--- src/rtl/frame_hs_pkg.sv ---
package frame_hs_pkg;
  typedef enum logic [2:0] {
    ST_IDLE,
    ST_CAPTURE,
    ST_WAIT_IRQ,
    ST_READBACK,
    ST_CHECK
  } fhs_state_t;
endpackage

--- src/rtl/fhs_fifo.sv ---
module fhs_fifo #(
  parameter int W     = 8,
  parameter int DEPTH = 8
) (
  input  logic                       clk,
  input  logic                       rst,
  input  logic                       wr_en,
  input  logic [W-1:0]               wr_data,
  input  logic                       rd_en,
  output logic [W-1:0]               rd_data,
  output logic                       full,
  output logic                       empty,
  output logic [$clog2(DEPTH):0]     level
);
  localparam int AW = $clog2(DEPTH);
  localparam logic [AW:0] LVL_FULL = (AW+1)'(DEPTH);

  logic [W-1:0]  mem [DEPTH];
  logic [AW-1:0] wptr, rptr;
  logic          wr_ok, rd_ok;

  assign full  = (level == LVL_FULL);
  assign empty = (level == '0);
  assign wr_ok = wr_en && !full;
  assign rd_ok = rd_en && !empty;

  // storage without reset so block RAM can be inferred
  always_ff @(posedge clk) begin
    if (wr_ok) mem[wptr] <= wr_data;
    if (rd_ok) rd_data <= mem[rptr];
  end

  always_ff @(posedge clk) begin
    if (rst) begin
      wptr  <= '0;
      rptr  <= '0;
      level <= '0;
    end else begin
      if (wr_ok) wptr <= wptr + 1'b1;
      if (rd_ok) rptr <= rptr + 1'b1;
      case ({wr_ok, rd_ok})
        2'b10:   level <= level + 1'b1;
        2'b01:   level <= level - 1'b1;
        default: level <= level;
      endcase
    end
  end
endmodule

--- src/rtl/fhs_edge_sync.sv ---
module fhs_edge_sync #(
  parameter int STAGES = 2
) (
  input  logic clk,
  input  logic rst,
  input  logic async_in,
  output logic rise
);
  logic [STAGES:0] sr;

  always_ff @(posedge clk) begin
    if (rst) sr <= '0;
    else     sr <= {sr[STAGES-1:0], async_in};
  end

  // rising edge seen on the last synchronized stage
  assign rise = sr[STAGES-1] & ~sr[STAGES];
endmodule

--- src/rtl/frame_hs_ctrl.sv ---
module frame_hs_ctrl
  import frame_hs_pkg::*;
#(
  parameter int PIX_W       = 8,
  parameter int CW          = 16,
  parameter int OUT_DEPTH   = 8,
  parameter int IN_DEPTH    = 8,
  parameter int FRAME_PIX   = 16,
  parameter int FRAME_WORDS = 4,
  parameter int FCW         = 8,
  parameter int SYNC_STAGES = 2
) (
  input  logic             clk,
  input  logic             rst,
  input  logic             cap_cmd,
  input  logic             pix_valid,
  input  logic [PIX_W-1:0] pix_data,
  output logic             dma_req,
  input  logic             dsp_ack,
  input  logic             dsp_rd,
  output logic [PIX_W-1:0] dsp_rdata,
  input  logic             dsp_irq,
  input  logic             in_wr,
  input  logic [CW-1:0]    in_wdata,
  output logic             out_valid,
  output logic [CW-1:0]    out_data,
  input  logic             enc_valid,
  output logic             end_op,
  output logic             ovf,
  output logic [FCW-1:0]   frames_done
);
  localparam int OAW = $clog2(OUT_DEPTH);
  localparam int IAW = $clog2(IN_DEPTH);
  localparam int PCW = $clog2(FRAME_PIX + 1);
  localparam int WCW = $clog2(FRAME_WORDS + 1);
  localparam logic [PCW-1:0] PIX_LAST  = PCW'(FRAME_PIX - 1);
  localparam logic [WCW-1:0] WORD_LAST = WCW'(FRAME_WORDS - 1);
  localparam logic [OAW:0]   OUT_HALF  = (OAW+1)'(OUT_DEPTH / 2);

  fhs_state_t     st;
  logic [PCW-1:0] pix_cnt;
  logic [WCW-1:0] word_cnt;
  logic           half_q;

  logic           out_full, out_empty, in_full, in_empty;
  logic [OAW:0]   out_level;
  logic [IAW:0]   in_level;
  logic           out_half, req_set;
  logic           in_capture, in_readback;
  logic           out_push, out_pop, in_push, in_pop, pix_drop;
  logic           irq_rise;

  assign in_capture  = (st == ST_CAPTURE);
  assign in_readback = (st == ST_READBACK);
  assign out_push    = in_capture && pix_valid && !out_full;
  assign pix_drop    = in_capture && pix_valid && out_full;
  assign out_pop     = dsp_rd && !out_empty;
  assign in_push     = in_wr && !in_full;
  assign in_pop      = in_readback && !in_empty;
  assign out_half    = (out_level >= OUT_HALF);
  assign req_set     = out_half && !half_q;

  fhs_fifo #(.W(PIX_W), .DEPTH(OUT_DEPTH)) u_out_fifo (
    .clk(clk), .rst(rst),
    .wr_en(out_push), .wr_data(pix_data),
    .rd_en(out_pop), .rd_data(dsp_rdata),
    .full(out_full), .empty(out_empty), .level(out_level)
  );

  fhs_fifo #(.W(CW), .DEPTH(IN_DEPTH)) u_in_fifo (
    .clk(clk), .rst(rst),
    .wr_en(in_push), .wr_data(in_wdata),
    .rd_en(in_pop), .rd_data(out_data),
    .full(in_full), .empty(in_empty), .level(in_level)
  );

  fhs_edge_sync #(.STAGES(SYNC_STAGES)) u_irq_sync (
    .clk(clk), .rst(rst), .async_in(dsp_irq), .rise(irq_rise)
  );

  always_ff @(posedge clk) begin
    if (rst) begin
      st          <= ST_IDLE;
      pix_cnt     <= '0;
      word_cnt    <= '0;
      frames_done <= '0;
      end_op      <= 1'b0;
      out_valid   <= 1'b0;
      ovf         <= 1'b0;
      dma_req     <= 1'b0;
      half_q      <= 1'b0;
    end else begin
      end_op    <= 1'b0;
      out_valid <= in_pop;
      half_q    <= out_half;
      if (req_set)      dma_req <= 1'b1;
      else if (dsp_ack) dma_req <= 1'b0;
      if (pix_drop) ovf <= 1'b1;

      case (st)
        ST_IDLE: begin
          if (cap_cmd) begin
            st          <= ST_CAPTURE;
            pix_cnt     <= '0;
            frames_done <= '0;
          end
        end
        ST_CAPTURE: begin
          if (pix_valid) begin
            if (pix_cnt == PIX_LAST) begin
              st      <= ST_WAIT_IRQ;
              pix_cnt <= '0;
            end else begin
              pix_cnt <= pix_cnt + 1'b1;
            end
          end
        end
        ST_WAIT_IRQ: begin
          if (irq_rise) begin
            st       <= ST_READBACK;
            word_cnt <= '0;
          end
        end
        ST_READBACK: begin
          if (in_pop) begin
            if (word_cnt == WORD_LAST) begin
              st          <= ST_CHECK;
              frames_done <= frames_done + 1'b1;
            end else begin
              word_cnt <= word_cnt + 1'b1;
            end
          end
        end
        ST_CHECK: begin
          if (enc_valid) begin
            st      <= ST_CAPTURE;
            pix_cnt <= '0;
          end else begin
            end_op <= 1'b1;
            st     <= ST_IDLE;
          end
        end
        default: st <= ST_IDLE;
      endcase
    end
  end
endmodule

--- config.mk ---
export PLATFORM = sky130hd
export DESIGN_NAME = frame_hs_ctrl
export DESIGN_NICKNAME = d
export VERILOG_FILES = /design/src/rtl/frame_hs_pkg.sv /design/src/rtl/fhs_fifo.sv /design/src/rtl/fhs_edge_sync.sv /design/src/rtl/frame_hs_ctrl.sv
export SDC_FILE = /design/constraint.sdc
export NUM_CORES = 1
export LEC_CHECK = 0
export ABC_AREA = 1
export BUFFER_PORTS_ARGS = -buffer_cell sky130_fd_sc_hd__buf_2
export CORE_MARGIN = 4
export CORE_UTILIZATION = 29
export DETAILED_ROUTE_END_ITERATION = 10
export PLACE_DENSITY = 0.5
export SLEW_MARGIN = 10
export SYNTH_ARGS = -nofsm -noshare
export SYNTH_HDL_FRONTEND = slang
export SYNTH_HIERARCHICAL = 1
export SYNTH_SLANG_ARGS = --single-unit
--- constraint.sdc ---
create_clock -name clk -period 4.15 [get_ports clk]
set_input_delay 0.2075 -clock clk [delete_from_list [all_inputs] [get_ports clk]]
set_output_delay 0.2075 -clock clk [all_outputs]
set_load 0.005 [all_outputs]
==> results of run 1 <==
logic make-up (layout without fill, tap and decap cells):
family                   after synthesis  in the layout
AO/OA/AOI/OAI                        192            192
AND/OR/NAND/NOR                      405            405
adder cells (fa/ha/maj)               16             16
buffers and inverters                114            238
XOR/XNOR                              11             11
flip-flops                           263            263
final cells by class:
cell class / count / area share, %
flip-flops and latches: 263 / 56.91
clock buffers: 36 / 6.239
repair buffers: 106 / 5.252
clock inverters: 21 / 1.514
well taps: 511 / 4.897
multi-input cells: 624 / 22.93
inverters: 75 / 2.252
registers in the layout, summed over array words and instances, names as in the netlist:
| register | cells |
|---|---|
| u_out_fifo/wptr | 3 |
| u_out_fifo/level | 4 |
| u_out_fifo/rptr | 3 |
| u_in_fifo/rd_data | 16 |
| u_in_fifo/wptr | 3 |
| u_out_fifo/mem | 64 |
| out_valid | 1 |
| u_in_fifo/mem | 128 |
| st | 3 |
| u_out_fifo/rd_data | 8 |
| dma_req | 1 |
| pix_cnt | 5 |
| end_op | 1 |
| u_in_fifo/rptr | 3 |
| word_cnt | 3 |
| half_q | 1 |
| ovf | 1 |
| u_irq_sync/sr | 3 |
| u_in_fifo/level | 4 |
| frames_done | 8 |
metrics by stage:
step	power [uW]	instance area (um2)	instances	setup slack (ns)	hold slack [ns]
after floorplan	4317	11030	1001	1.714	0.2766
after detailed placement	4662	11800	1555	1.691	0.3989
final	7280	13060	1636	1.649	0.01692
after CTS	7387	13060	1636	1.668	0.006389
after global placement	4658	11800	1555	1.740	0.4004
after global routing	7708	13060	1636	1.296	0.003412
metal layers:
layer | vias up | GRT usage [%] | wire, um
met1 | 3426 | 15.95 | 11250
li1 | 3603 | - | -
met2 | 149 | 20.59 | 12050
met5 | - | 0 | 0
met4 | 0 | 3.201 | 536
met3 | 38 | 2.044 | 1183
what timing repair did:
| action | CTS | global route |
|---|---|---|
| hold buffers | 24 | 0 |
| endpoints found under the hold margin | 150 | 0 |
| endpoints found under the setup margin | 0 | 0 |
power groups by stage:
stage	Sequential, uW	Clock [uW]	Combinational [uW]
floorplan	3260	0	1060
global placement	3340	0	1320
detailed placement	3340	0	1320
CTS	3290	2750	1340
global route	3320	2870	1520
finish	3290	2670	1330
final timing paths:
check	slack (ns)	endpoint	depth (start not counted)	from
setup / recovery	1.65	u_out_fifo/level[3]$_SDFFE_PP0P_	12	st[2]$_SDFFE_PP0P_
hold reg to reg	0.40	u_irq_sync/sr[1]$_SDFF_PP0_	2	u_irq_sync/sr[0]$_SDFF_PP0_
hold / removal	0.02	u_out_fifo/mem[0][2]$_DFFE_PP_	1	pix_data[2]
setup reg to reg	1.65	u_out_fifo/level[3]$_SDFFE_PP0P_	12	st[2]$_SDFFE_PP0P_
cells in the mapped netlist (2+ instances only):
master	count	area (um2)
nand4_1	3	18.77
xnor2_1	4	35.03
nor2_1	208	780.8
inv_4	2	12.51
edfxtp_1	216	6486
nand2_2	5	31.28
a21oi_2	2	17.52
o21bai_1	2	15.01
clkbuf_1	3	11.26
buf_4	8	60.06
o21ai_0	86	430.4
dfxtp_1	47	940.9
or2_2	2	12.51
buf_6	10	112.6
nor2_2	7	43.79
buf_2	13	65.06
nand2_4	4	45.04
ha_1	14	175.2
inv_1	66	247.7
inv_2	6	22.52
fa_1	2	40.04
buf_8	2	30.03
o21ai_2	2	17.52
nand3_4	2	35.03
nand2_1	139	521.8
o21ai_1	73	365.4
nor3_1	5	25.02
xor2_1	7	61.31
nand3_1	27	135.1
a21oi_1	26	130.1
worst reg2reg max path, stage by stage (launching register included):
cell     delay, ns
dfxtp_1       0.46
nor2_8        0.22
nand2_4       0.08
nor3_1        0.36
nand2_2       0.15
ha_1          0.28
ha_1          0.34
a21oi_1       0.22
nand2_1       0.07
nand2_1       0.06
nand3_1       0.06
nand2_1       0.06
inv_1         0.04
==> qor.yml, run 1 <==
layout:
  n_antenna_cell: 0
  final_layout_size_suffix_gt1_share_pct: 14.93
  num-nets-final: 1150
  final_common_cell: "edfxtp_1"
  fillers: 3783
  mostFrequentLayoutCells: "edfxtp_1 (216), nor2_1 (208), nand2_1 (139)"
  layout.area.seq_um2: 7430
  final_util_pct: 34.74
  multiInputGateArea_um2: 2994
  syn_to_final_growth_pct: 18.39
critical_path:
  cp_max_fo: 8
  critical_path.top_delay_family: "simple AND/OR/NAND/NOR gates"
  cp-start-kind: "register"
  path_buf_inv: 1
  cpMaxStageDelayCell: "dfxtp_1"
  cp.required_ns: 4.61
  crit_chain: "nor2_8, nand2_4, nor3_1, nand2_2, ha_1, ha_1, a21oi_1, nand2_1, nand2_1, nand3_1, nand2_1, inv_1"
  slowest_delay_ns: 0.46
  cp-end-kind: "register"
  criticalPathCategory: "reg2reg"
  arrival_ns: 2.96
  crit_top_cell: "nand2_1"
timing:
  hold_violations: 0
  fin_crit_ns: 2.501
  post-route-period-util_pct: 60.27
  setup_viol_count_final: 0
  rsz0062_at_grt: "no"
  skew_ns: 0.01719
  worst_pin_slew_ns: 1.111
  drv_slew: 0
  timing.fmax_ghz: 0.3998
  tns_ns: 0
  slew_headroom_pct: 25.80
pwr:
  p_switching_uw: 2123
  sw_frac_of_total_pct: 29.16
  p_comb_share_pct: 18.2
  seq_power_share_pct: 45.2
  clkPwrFrac_pct: 36.6
  irDropWorstVdd_mv: 0.3252
  leakage_uw: 0.004877
  intPower_uw: 5157
  power_density_nw_per_um2: 557.7
global_route:
  grt_max_degree: 67
  grt_pass1_vias: 7078
  gr-total-overflow: 0
  grt_usage_pct: 12.05
  grt_pass1_wl_um: 39750
  antenna_found_initial: 0
synth:
  synthMuxAreaShare_pct: 0
  syn_inst: 1001
  syn_nets: 1050
  syn_area_um2: 11030
  ys_seq_area_share_pct: 67.36
  avgSynthCellArea_um2: 11.02
  synth_simple_gate_area_share_pct: 15.33
  synth.distinct_cells: 38
  synth_fa_ha_area_share_pct: 1.952
  ys_ff_latch: 263
  ys.flop_type: "edfxtp_1"
  synth_xor_area_share_pct: 0.8737
  synth-edff-count: 216
  synth_top_family_by_area: "simple AND/OR/NAND/NOR gates"
  synth_compound_area_share_pct: 8.998
  synth-async-reset-ratio_pct: 0
  yosysWarnings: 6
cts:
  insertion_delay_ns: 0.57
  cts_tree: "yes"
  cts.sink_count: 263
  cts-root-buf: "clkbuf_16"
  cts_buffer_depth: 3
  cts_buffers: 31
  path_clk_slew_ns: 0.06
  post-cts-setup-buffer-count: 0
  cts.repair.resized: 0
  cts_max_level: 1
route:
  via_count: 7216
  wirelength_um: 25010
  drcViolationCount: 0
  ant_nets: 0
  dr.pass1.iters: 5
  avgRoutedWirePerCell_um: 15.29
  drtIter0Drc: 521
  viasPerCell: 4.411
die:
  rows: 71
  dieHeight_um: 203.0
  die_w_um: 203.0
  io_pins: 69
  start_util_pct: 29.34
  core_area_um2: 37580
  dieArea_um2: 41210
placement:
  dp_hpwl_um: 15180
  io_buffer_count: 68
  gp_congestion: 0.7831
outcome:
  status: "complete, no violations"
run:
  drv_cap: 0
min_path:
  holdCritPathClass: "in2reg"
(Power assumes the default switching activity.)
==> run 2, diff against run 1 <==
--- a/config.mk
+++ b/config.mk
@@ -5,7 +5,7 @@
 export SDC_FILE = /design/constraint.sdc
 export NUM_CORES = 1
 export LEC_CHECK = 0
-export ABC_AREA = 1
+export ABC_AREA = 0
 export BUFFER_PORTS_ARGS = -buffer_cell sky130_fd_sc_hd__buf_2
 export CORE_MARGIN = 4
 export CORE_UTILIZATION = 29
==> constraint.sdc (replaced) <==
create_clock -name clk -period 2.4 [get_ports clk]
set_input_delay 0.12 -clock clk [delete_from_list [all_inputs] [get_ports clk]]
set_output_delay 0.12 -clock clk [all_outputs]
set_load 0.005 [all_outputs]
==> run 2 against run 1 <==
  * Sequential share of layout area is 0.39 points lower
  * Largest cell class unchanged
  * Clock power grew 58%
  * Non-clock buffer count rose by 33
  * The run now ends with negative setup slack left
==> qor.yml, run 2 <==
layout:
  final_layout_size_suffix_gt1_share_pct: 30.62  # was 14.93%
  top_register: "u_in_fifo/mem"  # unchanged
  fillers: 3301  # was 3,783
  finalNonFillerCells: 1223  # was 1,636
  layout.area.seq_um2: 7438  # was 7430 um2
  final_common_cell: "edfxtp_1"  # unchanged
  multiInputGateArea_um2: 3196  # was 2994 um2
  mostFrequentLayoutCells: "edfxtp_1 (216), buf_2 (68), nor2_1 (46)"  # was edfxtp_1 (216), nor2_1 (208), nand2_1 (139)
  syn_to_final_growth_pct: 23.93  # was 18.39%
  fin_area_um2: 13160  # was 13,060 um2
  reg.largest.list: "u_in_fifo/mem x128, u_out_fifo/mem x64, u_in_fifo/rd_data x16"  # unchanged
  largest_reg_flops: 128  # unchanged
  num-nets-final: 787  # was 1,150
die:
  dieHeight_um: 199.4  # was 203.0 um
  dieArea_um2: 39740  # was 41,210 um2
  die_w_um: 199.4  # was 203.0 um
  io_pins: 69  # unchanged
  start_util_pct: 29.64  # was 29.34%
  rows: 69  # was 71
  core_area_um2: 35830  # was 37,580 um2
critical_path:
  cp_max_fo: 3  # was 8
  rr_startpoint: "u_out_fifo/level[1]$_SDFFE_PP0P_"  # was st[2]$_SDFFE_PP0P_
  slowest_delay_ns: 0.56  # was 0.46 ns
  criticalPathCategory: "reg2reg"  # unchanged
  critPathLaunch: "u_out_fifo/level[1]$_SDFFE_PP0P_"  # was st[2]$_SDFFE_PP0P_
  cp-end-kind: "register"  # unchanged
  critPathCapture: "u_out_fifo/level[3]$_SDFFE_PP0P_"  # unchanged
  worstRegToRegCells: 10  # was 12
  cp.required_ns: 2.87  # was 4.61 ns
  arrival_ns: 2.94  # was 2.96 ns
  reg2reg_to: "u_out_fifo/level[3]$_SDFFE_PP0P_"  # unchanged
  cp-start-kind: "register"  # unchanged
  cpMaxStageDelayCell: "or4b_4"  # was dfxtp_1
  crit_chain: "or4b_4, inv_4, nor3_4, nand2_4, ha_4, ha_4, a21oi_4, a21oi_2, or4_4, a21oi_2"  # was nor2_8, nand2_4, nor3_1, nand2_2, ha_1, ha_1, a21oi_1, nand2_1, nand2_1, nand3_1, nand2_1, inv_1
  reg2reg_setup_slack_ns: -0.07  # was 1.65 ns
timing:
  fin_ws_ns: -0.06759  # was 1.649 ns
  skew_ns: 0.01505  # was 0.01719 ns
  fin_hold_ws_ns: 0.008695  # was 0.01692 ns
  rsz0062_at_grt: "yes"  # was no
  slew_headroom_pct: 46.23  # was 25.80%
  timing.fmax_ghz: 0.4053  # was 0.3998 GHz
  drv_slew: 0  # unchanged
  setup_viol_count_final: 2  # was 0
  post-route-period-util_pct: 102.8  # was 60.27%
  worst_pin_slew_ns: 0.8036  # was 1.111 ns
  fin_crit_ns: 2.468  # was 2.501 ns
  hold_violations: 0  # unchanged
global_route:
  gr-total-overflow: 0  # unchanged
  grt_pass1_vias: 6298  # was 7,078
  grt_usage_pct: 11.22  # was 12.05%
  grt_max_degree: 29  # was 67
  grt_pass1_wl_um: 34820  # was 39,750 um
  antenna_found_initial: 1  # was 0
route:
  dr.pass1.iters: 4  # was 5
  via_count: 5732  # was 7,216
  avgRoutedWirePerCell_um: 18.44  # was 15.29 um
  viasPerCell: 4.687  # was 4.411
  wirelength_um: 22550  # was 25,010 um
  ant_nets: 0  # unchanged
  drtIter0Drc: 240  # was 521
  drcViolationCount: 0  # unchanged
synth:
  ys.flop_type: "edfxtp_1"  # unchanged
  syn_nets: 644  # was 1,050
  yosys-top-cells-count: "edfxtp_1 (216), dfxtp_1 (47), nor2_1 (46), mux4_1 (41)"  # was edfxtp_1 (216), nor2_1 (208), nand2_1 (139), o21ai_0 (86), o21ai_1 (73)
  syn_area_um2: 10620  # was 11,030 um2
  syn_inst: 595  # was 1,001
  synthTopCellsByArea: "edfxtp_1 (61%), mux4_1 (10%), dfxtp_1 (8.9%)"  # was edfxtp_1 (59%), dfxtp_1 (8.5%), nor2_1 (7.1%)
  synth.distinct_cells: 49  # was 38
  avgSynthCellArea_um2: 17.85  # was 11.02 um2
  yosysMostFrequentCell: "edfxtp_1"  # unchanged
  ys_ff_latch: 263  # unchanged
  synth-edff-count: 216  # unchanged
  ys_seq_area_share_pct: 69.94  # was 67.36%
  yosysTopAreaCell: "edfxtp_1"  # unchanged
  synth-async-reset-ratio_pct: 0  # unchanged
  synth_top_cell_area_share_pct: 61.08  # was 58.82%
  yosysWarnings: 6  # unchanged
cts:
  path_clk_slew_ns: 0.06  # about the same
  cts_buffer_depth: 3  # unchanged
  cts_max_level: 1  # unchanged
  cts_tree: "yes"  # unchanged
  cts.sink_count: 263  # unchanged
  insertion_delay_ns: 0.54  # was 0.57 ns
  cts-root-buf: "clkbuf_16"  # unchanged
  cts_buffers: 29  # was 31
outcome:
  status: "complete, but fails checks"  # was complete, no violations
  violations: "negative setup slack"
pwr:
  irDropWorstVdd_mv: 0.4792  # was 0.3252 mV
  leakage_uw: 0.004409  # was 0.004877 uW
  power_density_nw_per_um2: 734.9  # was 557.7 nW/um2
placement:
  gp_congestion: 0.7782  # was 0.7831
  place_area_um2: 11810  # was 11,800 um2
  io_buffer_count: 68  # unchanged
  dp_hpwl_um: 13580  # was 15,180 um
  dp_slack_ns: -0.1419  # was 1.691 ns
  dp.cells: 1136  # was 1,555
min_path:
  holdCritPathClass: "in2reg"  # unchanged
  min_delay_path_depth: 4  # was 1
run:
  drv_cap: 0  # unchanged
==> run 2: cell families (layout without fill, tap and decap cells) <==
kind of cell,Yosys count,in the layout,synth area share [%]
AO/OA/AOI/OAI,46,46,3.052
buffers and inverters,40,206,2.074
AND/OR/NAND/NOR,134,134,6.669
multiplexers,78,78,14.75
adder cells (fa/ha/maj),16,16,2.027
XOR/XNOR,18,18,1.485
flip-flops,263,263,69.94
other,0,1,0
==> run 2: power breakdown <==
part           internal (uW)  switching [uW]  total (uW)
logic                    185             218         403
registers               5020            31.0        5050
clock network           2450            1780        4220
total                   7650            2020        9670
==> run 2: how the worst min path moves through the flow <==
stage | endpoint | startpoint
final | u_in_fifo/wptr[1]$_SDFFE_PP0P_ | in_wr
after CTS | half_q$_SDFF_PP0_ | rst
after global placement | end_op$_SDFF_PP0_ | enc_valid
after global routing | u_in_fifo/wptr[1]$_SDFFE_PP0P_ | in_wr
after floorplan | u_irq_sync/sr[0]$_SDFF_PP0_ | rst
after detailed placement | end_op$_SDFF_PP0_ | enc_valid
==> run 2: worst max-delay path, delay by kind of cell (launching register included) <==
| kind | cells | cell delay [ns] |
|---|---|---|
| compound gates | 3 | 0.40 |
| fa+ha+maj | 2 | 0.39 |
| buf+inv | 1 | 0.09 |
| flops | 1 | 0.32 |
| simple gates | 4 | 1.20 |
==> run 2: timing repair <==
action / in CTS / in global routing
setup endpoints to repair: 2 / 2
buffers inserted: 4 / 1
resized for setup: 18 / 8
endpoints found under the hold margin: 195 / 0
pin swaps: 7 / 6
hold buffers: 27 / 0
==> run 2: layout make-up <==
type	instances	share of cell area, %
clock inverters	14	0.9222
flip-flops and latches	263	56.52
well taps	461	4.383
repair buffers	139	7.425
diodes	1	0.01902
clock buffers	40	6.056
multi-input cells	292	24.28
inverters	13	0.3898
==> run 2: routing by layer <==
layer	part of all wire (%)	global-route usage [%]
met2	53	20.89
met4	2.6	2.994
met3	3.5	1.956
met5	0	0
met1	41	13.39
==> run 2: through the flow <==
step                      total power (uW)  util [%]   TNS, ns
final                                 9671     36.73   -0.1124
after global placement                5473     32.97         0
after detailed placement              5499     32.97   -0.2110
after global routing                 10080     36.73   -0.2061
after floorplan                       5329         -    -11.05
after CTS                             9818     36.58  -0.07757
==> run 3, diff against run 2 <==
--- a/config.mk
+++ b/config.mk
@@ -8,9 +8,9 @@
 export ABC_AREA = 0
 export BUFFER_PORTS_ARGS = -buffer_cell sky130_fd_sc_hd__buf_2
 export CORE_MARGIN = 4
-export CORE_UTILIZATION = 29
+export CORE_UTILIZATION = 41
 export DETAILED_ROUTE_END_ITERATION = 10
-export PLACE_DENSITY = 0.5
+export PLACE_DENSITY = 0.64
 export SLEW_MARGIN = 10
 export SYNTH_ARGS = -nofsm -noshare
 export SYNTH_HDL_FRONTEND = slang
==> run 3 against run 2 <==
  * The run still ends with negative setup slack left
  * Clock power decreased by 9.2%
  * Power decreased by 4.1%
  * Utilization increased by 14 points
  * Wire length decreased by 10%
  * Critical path depth unchanged
  * Sequential share of layout area increased by 1.1 points
  * Sequential power about the same
  * Combinational power decreased by 3%
  * Via count decreased by 1.6%
  * Non-clock buffer count increased by 2
  * Critical endpoint unchanged
  * Cell count decreased by 11%
  * Largest cell class unchanged
  * Cell area decreased by 2.0%
  * Highest routed layer unchanged
==> qor.yml, run 3 (synthesized netlist as in run 2, its figures left out) <==
outcome:
  status: "complete, but fails checks"  # unchanged
  violations: "negative setup slack"  # unchanged
critical_path:
  critPathLaunch: "u_out_fifo/level[2]$_SDFFE_PP0P_"  # was u_out_fifo/level[1]$_SDFFE_PP0P_
  criticalPathCategory: "reg2reg"  # unchanged
  cpMaxStageDelayCell: "or4_4"  # was or4b_4
  critical_path.top_delay_family: "simple AND/OR/NAND/NOR gates"  # unchanged
  cp_max_fo: 5  # was 3
  cp-end-kind: "register"  # unchanged
  worstRegToRegCells: 10  # unchanged
  cp.required_ns: 2.85  # was 2.87 ns
  crit_top_cell: "ha_4"
  rr_startpoint: "u_out_fifo/level[2]$_SDFFE_PP0P_"  # was u_out_fifo/level[1]$_SDFFE_PP0P_
  arrival_ns: 2.91  # was 2.94 ns
  path_buf_inv: 1  # unchanged
  slowest_delay_ns: 0.48  # was 0.56 ns
  crit_chain: "buf_6, nor4_4, nor2b_1, o41a_1, ha_4, ha_4, a21oi_4, and3_4, or4_4, a21oi_2"  # was or4b_4, inv_4, nor3_4, nand2_4, ha_4, ha_4, a21oi_4, a21oi_2, or4_4, a21oi_2
  worst-path-stages: 10  # unchanged
  cp-start-kind: "register"  # unchanged
layout:
  final_util_pct: 50.94  # was 36.73%
  fillers: 2062  # was 3,301
  n_antenna_cell: 0  # was 1
  largest_reg_flops: 128  # unchanged
  syn_to_final_growth_pct: 21.49  # was 23.93%
  final_layout_size_suffix_gt1_share_pct: 30.57  # was 30.62%
  mostFrequentLayoutCells: "edfxtp_1 (216), buf_2 (68), nor2_1 (46)"  # unchanged
  final_common_cell: "edfxtp_1"  # unchanged
  finalNonFillerCells: 1089  # was 1,223
  reg.largest.list: "u_in_fifo/mem x128, u_out_fifo/mem x64, u_in_fifo/rd_data x16"  # unchanged
  multiInputGateArea_um2: 3208  # was 3196 um2
  num-nets-final: 787  # unchanged
  top_register: "u_in_fifo/mem"  # unchanged
  layout.area.seq_um2: 7440  # was 7438 um2
cts:
  cts_tree: "yes"  # unchanged
  insertion_delay_ns: 0.54  # about the same
  cts_max_level: 1  # unchanged
  cts_buffers: 27  # was 29
  path_clk_slew_ns: 0.06  # about the same
  cts-root-buf: "clkbuf_16"  # unchanged
  cts_buffer_depth: 3  # unchanged
  cts.sink_count: 263  # unchanged
die:
  die_w_um: 168.9  # was 199.4 um
  core_area_um2: 25330  # was 35,830 um2
  io_pins: 69  # unchanged
  start_util_pct: 41.93  # was 29.64%
  dieArea_um2: 28540  # was 39,740 um2
  dieHeight_um: 168.9  # was 199.4 um
  rows: 58  # was 69
route:
  ant_nets: 0  # unchanged
  dr.pass1.iters: 4  # unchanged
  drtIter0Drc: 375  # was 240
  avgRoutedWirePerCell_um: 18.57  # was 18.44 um
  wirelength_um: 20220  # was 22,550 um
  drcViolationCount: 0  # unchanged
  via_count: 5638  # was 5,732
  viasPerCell: 5.177  # was 4.687
timing:
  rsz0062_at_grt: "yes"  # unchanged
  slew_headroom_pct: 42.04  # was 46.23%
  post-route-period-util_pct: 102.1  # was 102.8%
  timing.fmax_ghz: 0.4081  # was 0.4053 GHz
  fin_crit_ns: 2.450  # was 2.468 ns
  hold_violations: 0  # unchanged
  worst_pin_slew_ns: 0.8663  # was 0.8036 ns
  skew_ns: 0.01122  # was 0.01505 ns
  fin_ws_ns: -0.05034  # was -0.06759 ns
  drv_slew: 0  # unchanged
  setup_viol_count_final: 2  # unchanged
min_path:
  holdCritPathClass: "in2reg"  # unchanged
  min_from: "rst"  # was in_wr
  min_delay_path_depth: 2  # was 4
pwr:
  power_density_nw_per_um2: 718.7  # was 734.9 nW/um2
  leakage_uw: 0.004380  # was 0.004409 uW
  irDropWorstVdd_mv: 0.6668  # was 0.4792 mV
  power_uw: 9272  # was 9671 uW
placement:
  dp_hpwl_um: 12100  # was 13,580 um
  gp_congestion: 0.7560  # was 0.7782
  dp.cells: 1004  # was 1,136
  io_buffer_count: 68  # unchanged
global_route:
  grt_pass1_vias: 6043  # was 6,298
  antenna_found_initial: 0  # was 1
  grt_max_degree: 34  # was 29
  grt_pass1_wl_um: 32130  # was 34,820 um
  grt_usage_pct: 14.13  # was 11.22%
  gr-total-overflow: 0  # unchanged
run:
  drv_cap: 0  # unchanged
[run 3: power breakdown]
part	leakage, uW	switching (uW)	internal (uW)
Clock	0.000408	1650	2180
Combinational	0.00163	206	184
Sequential	0.00234	33.0	5020
Total	0.00438	1890	7380
[run 3: worst paths after layout]
path | slack (ns) | endpoint
max | -0.05 | u_out_fifo/level[3]$_SDFFE_PP0P_
min | 0.04 | u_in_fifo/level[2]$_SDFFE_PP0P_
max reg2reg | -0.05 | u_out_fifo/level[3]$_SDFFE_PP0P_
min reg2reg | 0.42 | dma_req$_SDFFE_PP0P_
[run 3: worst reg2reg max path, stage by stage (launching register included)]
cell,delay (ns)
dfxtp_2,0.33
buf_6,0.13
nor4_4,0.26
nor2b_1,0.08
o41a_1,0.16
ha_4,0.21
ha_4,0.30
a21oi_4,0.07
and3_4,0.18
or4_4,0.48
a21oi_2,0.16
[run 3: layer usage]
metal / track usage (%) / up-vias / routed length [um]
met5: 0 / - / 0
met4: 3.317 / 0 / 359
met3: 2.172 / 32 / 663
met2: 26.19 / 104 / 10660
met1: 17.37 / 2855 / 8538
li1: - / 2647 / -
[run 3: final cells by class]
class                      count  share of cell area [%]
clock buffer                  33                   5.412
clock inverter                17                  0.9117
inverter                      13                  0.3976
multi-input combinational    292                   24.87
sequential                   263                   57.67
tap                          330                   3.200
timing repair buffer         141                   7.545
[run 3: repair_timing]
item | in CTS | in global routing
setup endpoints to repair | 2 | 2
buffers inserted | 1 | 6
pin swaps | 1 | 13
hold buffers | 28 | 0
hold endpoints to repair | 196 | 0
resized for setup | 15 | 15
[run 3: stage by stage]
stage	setup slack [ns]	instance area (um2)	TNS (ns)	hold slack, ns
after global placement	0.06210	11620	0	0.3280
final	-0.05034	12900	-0.09536	0.04007
after CTS	-0.01986	12780	-0.01986	0.02543
after floorplan	-0.2303	10740	-11.05	0.1916
after detailed placement	-0.07499	11620	-0.1192	0.3317
after global routing	-0.1264	12900	-0.2309	0.05616
